<file path="src/rtl/pixbuf_pkg.sv">
package pixbuf_pkg;
  localparam int MARK_W = 5;

  typedef struct packed {
    logic              fixed;
    logic [MARK_W-1:0] hm;
    logic [MARK_W-1:0] tm;
  } refill_cfg_t;
endpackage

</file>
<file path="src/rtl/pixbuf_fifo.sv">
module pixbuf_fifo #(
  parameter int DATA_W = 32,
  parameter int DEPTH  = 32,
  localparam int PTR_W = $clog2(DEPTH),
  localparam int LVL_W = $clog2(DEPTH + 1)
) (
  input  logic              clk,
  input  logic              rst,
  input  logic              wr_req,
  input  logic [DATA_W-1:0] wr_data,
  input  logic              rd_req,
  output logic              wr_fire,
  output logic [DATA_W-1:0] rd_data,
  output logic              rd_valid,
  output logic [LVL_W-1:0]  level,
  output logic [LVL_W-1:0]  level_next
);
  logic [DATA_W-1:0] mem [DEPTH];
  logic [PTR_W-1:0]  wptr, rptr;
  logic              rd_fire;

  assign wr_fire = wr_req && (level != LVL_W'(DEPTH));
  assign rd_fire = rd_req && (level != '0);

  always_comb begin
    level_next = level;
    if (wr_fire && !rd_fire) level_next = level + 1'b1;
    else if (rd_fire && !wr_fire) level_next = level - 1'b1;
  end

  always_ff @(posedge clk) begin
    if (wr_fire) mem[wptr] <= wr_data;
  end

  always_ff @(posedge clk) begin
    if (rd_fire) rd_data <= mem[rptr];
  end

  always_ff @(posedge clk) begin
    if (rst) begin
      wptr     <= '0;
      rptr     <= '0;
      level    <= '0;
      rd_valid <= 1'b0;
    end else begin
      if (wr_fire) wptr <= (wptr == PTR_W'(DEPTH - 1)) ? '0 : wptr + 1'b1;
      if (rd_fire) rptr <= (rptr == PTR_W'(DEPTH - 1)) ? '0 : rptr + 1'b1;
      level    <= level_next;
      rd_valid <= rd_fire;
    end
  end

  AST_NO_OVERFLOW: assert property (@(posedge clk) disable iff (rst)
    level <= LVL_W'(DEPTH));
  AST_NO_UNDERFLOW: assert property (@(posedge clk) disable iff (rst)
    (level == '0) |=> (level <= LVL_W'(1)));
endmodule

</file>
<file path="src/rtl/pixbuf_cfg_check.sv">
module pixbuf_cfg_check
  import pixbuf_pkg::*;
(
  input  logic        clk,
  input  logic        rst,
  input  logic        en,
  input  refill_cfg_t cfg,
  output logic        err_next,
  output logic        cfg_err
);
  logic bad;

  always_comb begin
    if (cfg.fixed) bad = (cfg.hm <= cfg.tm);
    else           bad = (cfg.hm < MARK_W'(3));
  end

  assign err_next = cfg_err || (en && bad);

  always_ff @(posedge clk) begin
    if (rst) cfg_err <= 1'b0;
    else     cfg_err <= err_next;
  end

  AST_ERR_STICKY: assert property (@(posedge clk) disable iff (rst)
    cfg_err |=> cfg_err);
endmodule

</file>
<file path="src/rtl/pixbuf_burst_ctrl.sv">
module pixbuf_burst_ctrl
  import pixbuf_pkg::*;
#(
  parameter int DEPTH = 32,
  localparam int LVL_W = $clog2(DEPTH + 1)
) (
  input  logic             clk,
  input  logic             rst,
  input  logic             en,
  input  refill_cfg_t      cfg,
  input  logic             err_next,
  input  logic             cfg_err,
  input  logic             wr_fire,
  input  logic [LVL_W-1:0] level,
  input  logic [LVL_W-1:0] level_next,
  output logic             dma_req
);
  logic [MARK_W-1:0] beats_q, beats_n;
  logic              req_n;
  logic [LVL_W-1:0]  free_next, free_now, dyn_goal;

  assign free_next = LVL_W'(DEPTH) - level_next;
  assign free_now  = LVL_W'(DEPTH) - level;
  assign dyn_goal  = LVL_W'(cfg.hm) - LVL_W'(2);

  always_comb begin
    req_n   = dma_req;
    beats_n = beats_q;
    if (dma_req) begin
      if (wr_fire) beats_n = beats_q + 1'b1;
      if (cfg.fixed) begin
        if (wr_fire && (beats_q + 1'b1 == cfg.hm)) begin
          req_n   = 1'b0;
          beats_n = '0;
        end
      end else if (free_next <= dyn_goal) begin
        req_n   = 1'b0;
        beats_n = '0;
      end
    end else if (en && (level <= LVL_W'(cfg.tm))) begin
      req_n   = 1'b1;
      beats_n = '0;
    end
    if (err_next) req_n = 1'b0;
  end

  always_ff @(posedge clk) begin
    if (rst) begin
      dma_req <= 1'b0;
      beats_q <= '0;
    end else begin
      dma_req <= req_n;
      beats_q <= beats_n;
    end
  end

  AST_REQ_FROM_LOW: assert property (@(posedge clk) disable iff (rst)
    $rose(dma_req) |-> ($past(level) <= LVL_W'($past(cfg.tm))));
  AST_NO_REQ_ON_ERR: assert property (@(posedge clk) disable iff (rst)
    cfg_err |-> !dma_req);
  AST_FIXED_BOUND: assert property (@(posedge clk) disable iff (rst)
    (dma_req && cfg.fixed && !cfg_err) |-> (beats_q < cfg.hm));
  AST_DYN_END: assert property (@(posedge clk) disable iff (rst)
    ($fell(dma_req) && !cfg_err && !cfg.fixed) |-> (free_now <= dyn_goal));
endmodule

</file>
<file path="src/rtl/pixbuf_refill_ctrl.sv">
module pixbuf_refill_ctrl
  import pixbuf_pkg::*;
#(
  parameter int DATA_W = 32,
  parameter int DEPTH  = 32
) (
  input  logic              clk,
  input  logic              rst,
  input  logic              en,
  input  logic              cfg_fixed,
  input  logic [MARK_W-1:0] cfg_hm,
  input  logic [MARK_W-1:0] cfg_tm,
  input  logic [DATA_W-1:0] wr_data,
  input  logic              wr_ack,
  output logic              dma_req,
  input  logic              rd_en,
  output logic [DATA_W-1:0] rd_data,
  output logic              rd_valid,
  output logic              cfg_err
);
  localparam int LVL_W = $clog2(DEPTH + 1);

  refill_cfg_t      cfg;
  logic             wr_fire, err_next;
  logic [LVL_W-1:0] level, level_next;

  assign cfg = '{fixed: cfg_fixed, hm: cfg_hm, tm: cfg_tm};

  pixbuf_fifo #(.DATA_W(DATA_W), .DEPTH(DEPTH)) u_fifo (
    .clk(clk), .rst(rst),
    .wr_req(dma_req && wr_ack), .wr_data(wr_data), .rd_req(rd_en),
    .wr_fire(wr_fire), .rd_data(rd_data), .rd_valid(rd_valid),
    .level(level), .level_next(level_next)
  );

  pixbuf_cfg_check u_cfg (
    .clk(clk), .rst(rst), .en(en), .cfg(cfg),
    .err_next(err_next), .cfg_err(cfg_err)
  );

  pixbuf_burst_ctrl #(.DEPTH(DEPTH)) u_burst (
    .clk(clk), .rst(rst), .en(en), .cfg(cfg),
    .err_next(err_next), .cfg_err(cfg_err), .wr_fire(wr_fire),
    .level(level), .level_next(level_next), .dma_req(dma_req)
  );
endmodule

</file>
<file path="config.mk">
export PLATFORM = sky130hd
export DESIGN_NAME = pixbuf_refill_ctrl
export DESIGN_NICKNAME = d
export VERILOG_FILES = /design/src/rtl/pixbuf_pkg.sv /design/src/rtl/pixbuf_fifo.sv /design/src/rtl/pixbuf_cfg_check.sv /design/src/rtl/pixbuf_burst_ctrl.sv /design/src/rtl/pixbuf_refill_ctrl.sv
export SDC_FILE = /design/constraint.sdc
export NUM_CORES = 1
export LEC_CHECK = 0
export ABC_AREA = 1
export BUFFER_PORTS_ARGS = -buffer_cell sky130_fd_sc_hd__clkbuf_2
export CORE_UTILIZATION = 45
export CTS_BUF_LIST = sky130_fd_sc_hd__clkbuf_4 sky130_fd_sc_hd__clkbuf_8
export DETAILED_ROUTE_END_ITERATION = 16
export PLACE_DENSITY = 0.58
export SYNTH_ARGS = -nofsm -noshare
export SYNTH_HDL_FRONTEND = slang
export SYNTH_SLANG_ARGS = --single-unit
</file>
<file path="constraint.sdc">
create_clock -name clk -period 3.75 [get_ports clk]
set_input_delay 0.375 -clock clk [delete_from_list [all_inputs] [get_ports clk]]
set_output_delay 0.375 -clock clk [all_outputs]
set_load 0.03 [all_outputs]
</file>
==> impl_metrics.tcl <==
set metrics [dict create \
    post-cts-setup-buffers 0 \
    p_int_mw 21.2 \
    synth_nets 3424 \
    die_area_um2 97600 \
    yosys_warnings 0 \
    setup_violations 0 \
    first_pass_iters 8 \
    synth_top_area_share_pct 73.1 \
    p_sw_share_pct 34.5 \
    ant_nets 0 \
    routed_wl_um 122000 \
    cts-htree-levels 4 \
    cts_root_buffer "clkbuf_8" \
    grt_max_degree 150 \
    place_congestion 0.814 \
    rows 113 \
    power_frac_comb_pct 27.2 \
    fmax_mhz 299 \
    area_growth_pct 12.9 \
    dpl.hpwl_um 64000 \
    regArea_um2 32200 \
    avgSynthCellArea_um2 13.0 \
    cts_buffer_depth 3 \
    die_y_um 312 \
    startpoint_type "register" \
    cts_buffers 175 \
    grt.busiest_layer "met2" \
    synth.area.top_cells "edfxtp_1 (73%), nand2_1 (5.2%), o21ai_0 (3.4%)" \
    fin_cells 4881 \
    place_inst 4573 \
    grt_util_met3_pct 3.86 \
    clkTransAtPathRegs_ns 0.06 \
    cts_sinks 1080 \
    ys.flop_type "edfxtp_1" \
    ios 83 \
    multi_input_area_um2 10000 \
    ys_types 42 \
    vias 28300 \
    clk_latency_ns 0.84 \
    synthTopCellsByCount "edfxtp_1 (1056), nand2_1 (605), nor2_1 (342)" \
    nNetsFinal 3566 \
    worstPathArrival_ns 4.08 \
    finalSetupTns_ns 0 \
    min_period_ns 3.34 \
    crit_required_ns 4.49 \
    wire_per_inst_um 24.9 \
    ir_drop_v 0.000487 \
    cap_violations 0 \
    die-width_um 312 \
    antenna_found_initial 6 \
    slew_viol_final 0 \
    maxSlewHeadroom_pct 38.4 \
    grt_setup_unrepaired "no" \
    vias_per_cell 5.79 \
    crit_type "reg2reg" \
    grt-ovfl-total 0 \
    hold_path_class "in2reg" \
    path_max_fanout 11 \
    core-area_um2 95300 \
    synth_edf_count 1056 \
    tritoncts "yes" \
    async_reset_ff_share_pct 0 \
    io_buffer_count 82 \
    synth_seq_area_share_pct 74.2 \
    total_power_mw 32.4 \
    drive_gt1_share_pct 14.6 \
    drt-initial-drc-count 2899 \
    p_clk_share_pct 29.9 \
    grt_util_met2_pct 40.1 \
    period_share_pct 89.0 \
    nFillCells 8132 \
    post-synth-top-count-cell "edfxtp_1" \
    ys_seq_elements 1080 \
    finClkSkew_ns 0.0297 \
    power_density_nw_per_um2 662 \
    endpoint_kind "register" \
    synth_area_um2 43400 \
    grt_pass1_wl_um 179000 \
    grt.total_usage_pct 24.9 \
    start_util_pct 45.5 \
    r2r_setup_slack_ns 0.41 \
    use_met1_pct 34.4 \
    finalHoldViolCount 0 \
    drc 0 \
    p_leak_nw 16.7 \
    grt_pass1_vias 27800 \
    tightest_slew_ns 0.924 \
    power_frac_seq_pct 43.0 \
    power.switching_mw 11.2 \
    outcome "complete, no violations" \
    synthCells 3346 \
    synth_area_leader_cell "edfxtp_1" \
]
-- registers in the layout (all words and copies together) (netlist names) --
register         cells
u_fifo.mem        1024
u_cfg.cfg_err        1
u_fifo.rd_data      32
u_burst.beats_q      5
u_burst.dma_req      1
u_fifo.rptr          5
u_fifo.wptr          5
u_fifo.level         6
u_fifo.rd_valid      1
-- power groups by stage --
stage	Combinational, mW	Sequential (mW)	Clock (mW)
after floorplan	5.54	14.5	0
final	8.80	13.9	9.68
after global routing	9.70	14.0	10.3
after global placement	8.73	14.2	0
after detailed placement	8.83	14.2	0
after CTS	8.85	13.9	9.84
-- path summary, 6_finish.rpt --
| kind | from | end | cells past startpoint |
|---|---|---|---|
| max | u_fifo.level[0] | u_burst.beats_q[2] | 25 |
| min | cfg_fixed | u_burst.dma_req | 6 |
| max reg2reg | u_fifo.level[0] | u_burst.beats_q[2] | 25 |
| min reg2reg | u_burst.beats_q[4] | u_burst.beats_q[4] | 2 |
-- critical path: stages (launching register included) --
cell      delay [ns]
dfxtp_1         0.33
inv_1           0.08
ha_1            0.22
nand3_2         0.11
nand2_4         0.18
inv_4           0.08
nand2_4         0.11
nand2_1         0.06
nand2_1         0.07
nand2_2         0.07
inv_1           0.08
ha_1            0.18
inv_1           0.05
nor2_1          0.14
nand2_1         0.07
nand2_1         0.06
nand2_1         0.05
ha_1            0.30
nand2_1         0.07
nor2_1          0.13
o21ai_0         0.09
nand4_1         0.08
nand2_1         0.09
a21oi_2         0.26
nand3b_1        0.13
a21oi_1         0.16
-- metal layers --
layer | share of wire, % | up-vias
li1 | - | 12600
met1 | 42 | 14200
met2 | 48 | 1238
met3 | 7.1 | 186
met4 | 2.7 | 2
met5 | 0.011 | -
-- timing repair --
action,in CTS,in global routing
setup endpoints to repair,0,6
resized for setup,0,1
endpoints found under the hold margin,16,0
hold buffers,3,0
-- cell usage in the layout (no fill, tap or decap), types with 8 or more instances in the layout --
cell type and n:
a21oi_1 91, clkbuf_2 82, nand2_1 604, nor3_1 13
edfxtp_1 1056, clkbuf_4 60, a31o_2 20, buf_12 28
dfxtp_1 20, a211oi_1 12, inv_1 93, nand3_1 257
buf_4 67, a31oi_1 45, clkinv_2 12, nor2_1 309
o21ai_0 297, ha_1 30, clkinv_1 40, nor2_4 36
o2111ai_1 20, o221ai_1 127, o31ai_1 10, clkbuf_8 178
xor2_1 8, nand4_1 31
-- cells by family (layout without fill, tap and decap cells) --
| kind of cell | after synthesis | after routing | synth area share (%) |
|---|---|---|---|
| xor+xnor | 11 | 11 | 0.265 |
| compound gates | 639 | 639 | 9.13 |
| buf+inv | 316 | 583 | 3.27 |
| fa+ha+maj | 30 | 30 | 0.865 |
| other cells | 0 | 3 | 0 |
| simple gates | 1269 | 1269 | 12.2 |
| flops | 1080 | 1080 | 74.2 |
| mux | 1 | 1 | 0.0231 |
-- through the flow --
step	setup slack (ns)	util (%)	instance area [um2]	hold slack, ns
after floorplan	0.387	-	43400	0.444
after global routing	0.0233	51.4	49000	0.106
final	0.411	51.4	49000	0.0846
after detailed placement	0.310	47.9	45700	0.482
after global placement	0.239	47.9	45700	0.476
after CTS	0.279	51.4	49000	0.0246
-- layout make-up --
class	count	share of cell area (%)
tap	1265	3.23
multi-input combinational	1950	20.5
antenna	3	0.0153
sequential	1080	65.7
clock inverter	64	0.748
inverter	101	0.815
clock buffer	238	5.92
timing repair buffer	180	3.07
Power figures use the tool's default switching activity.
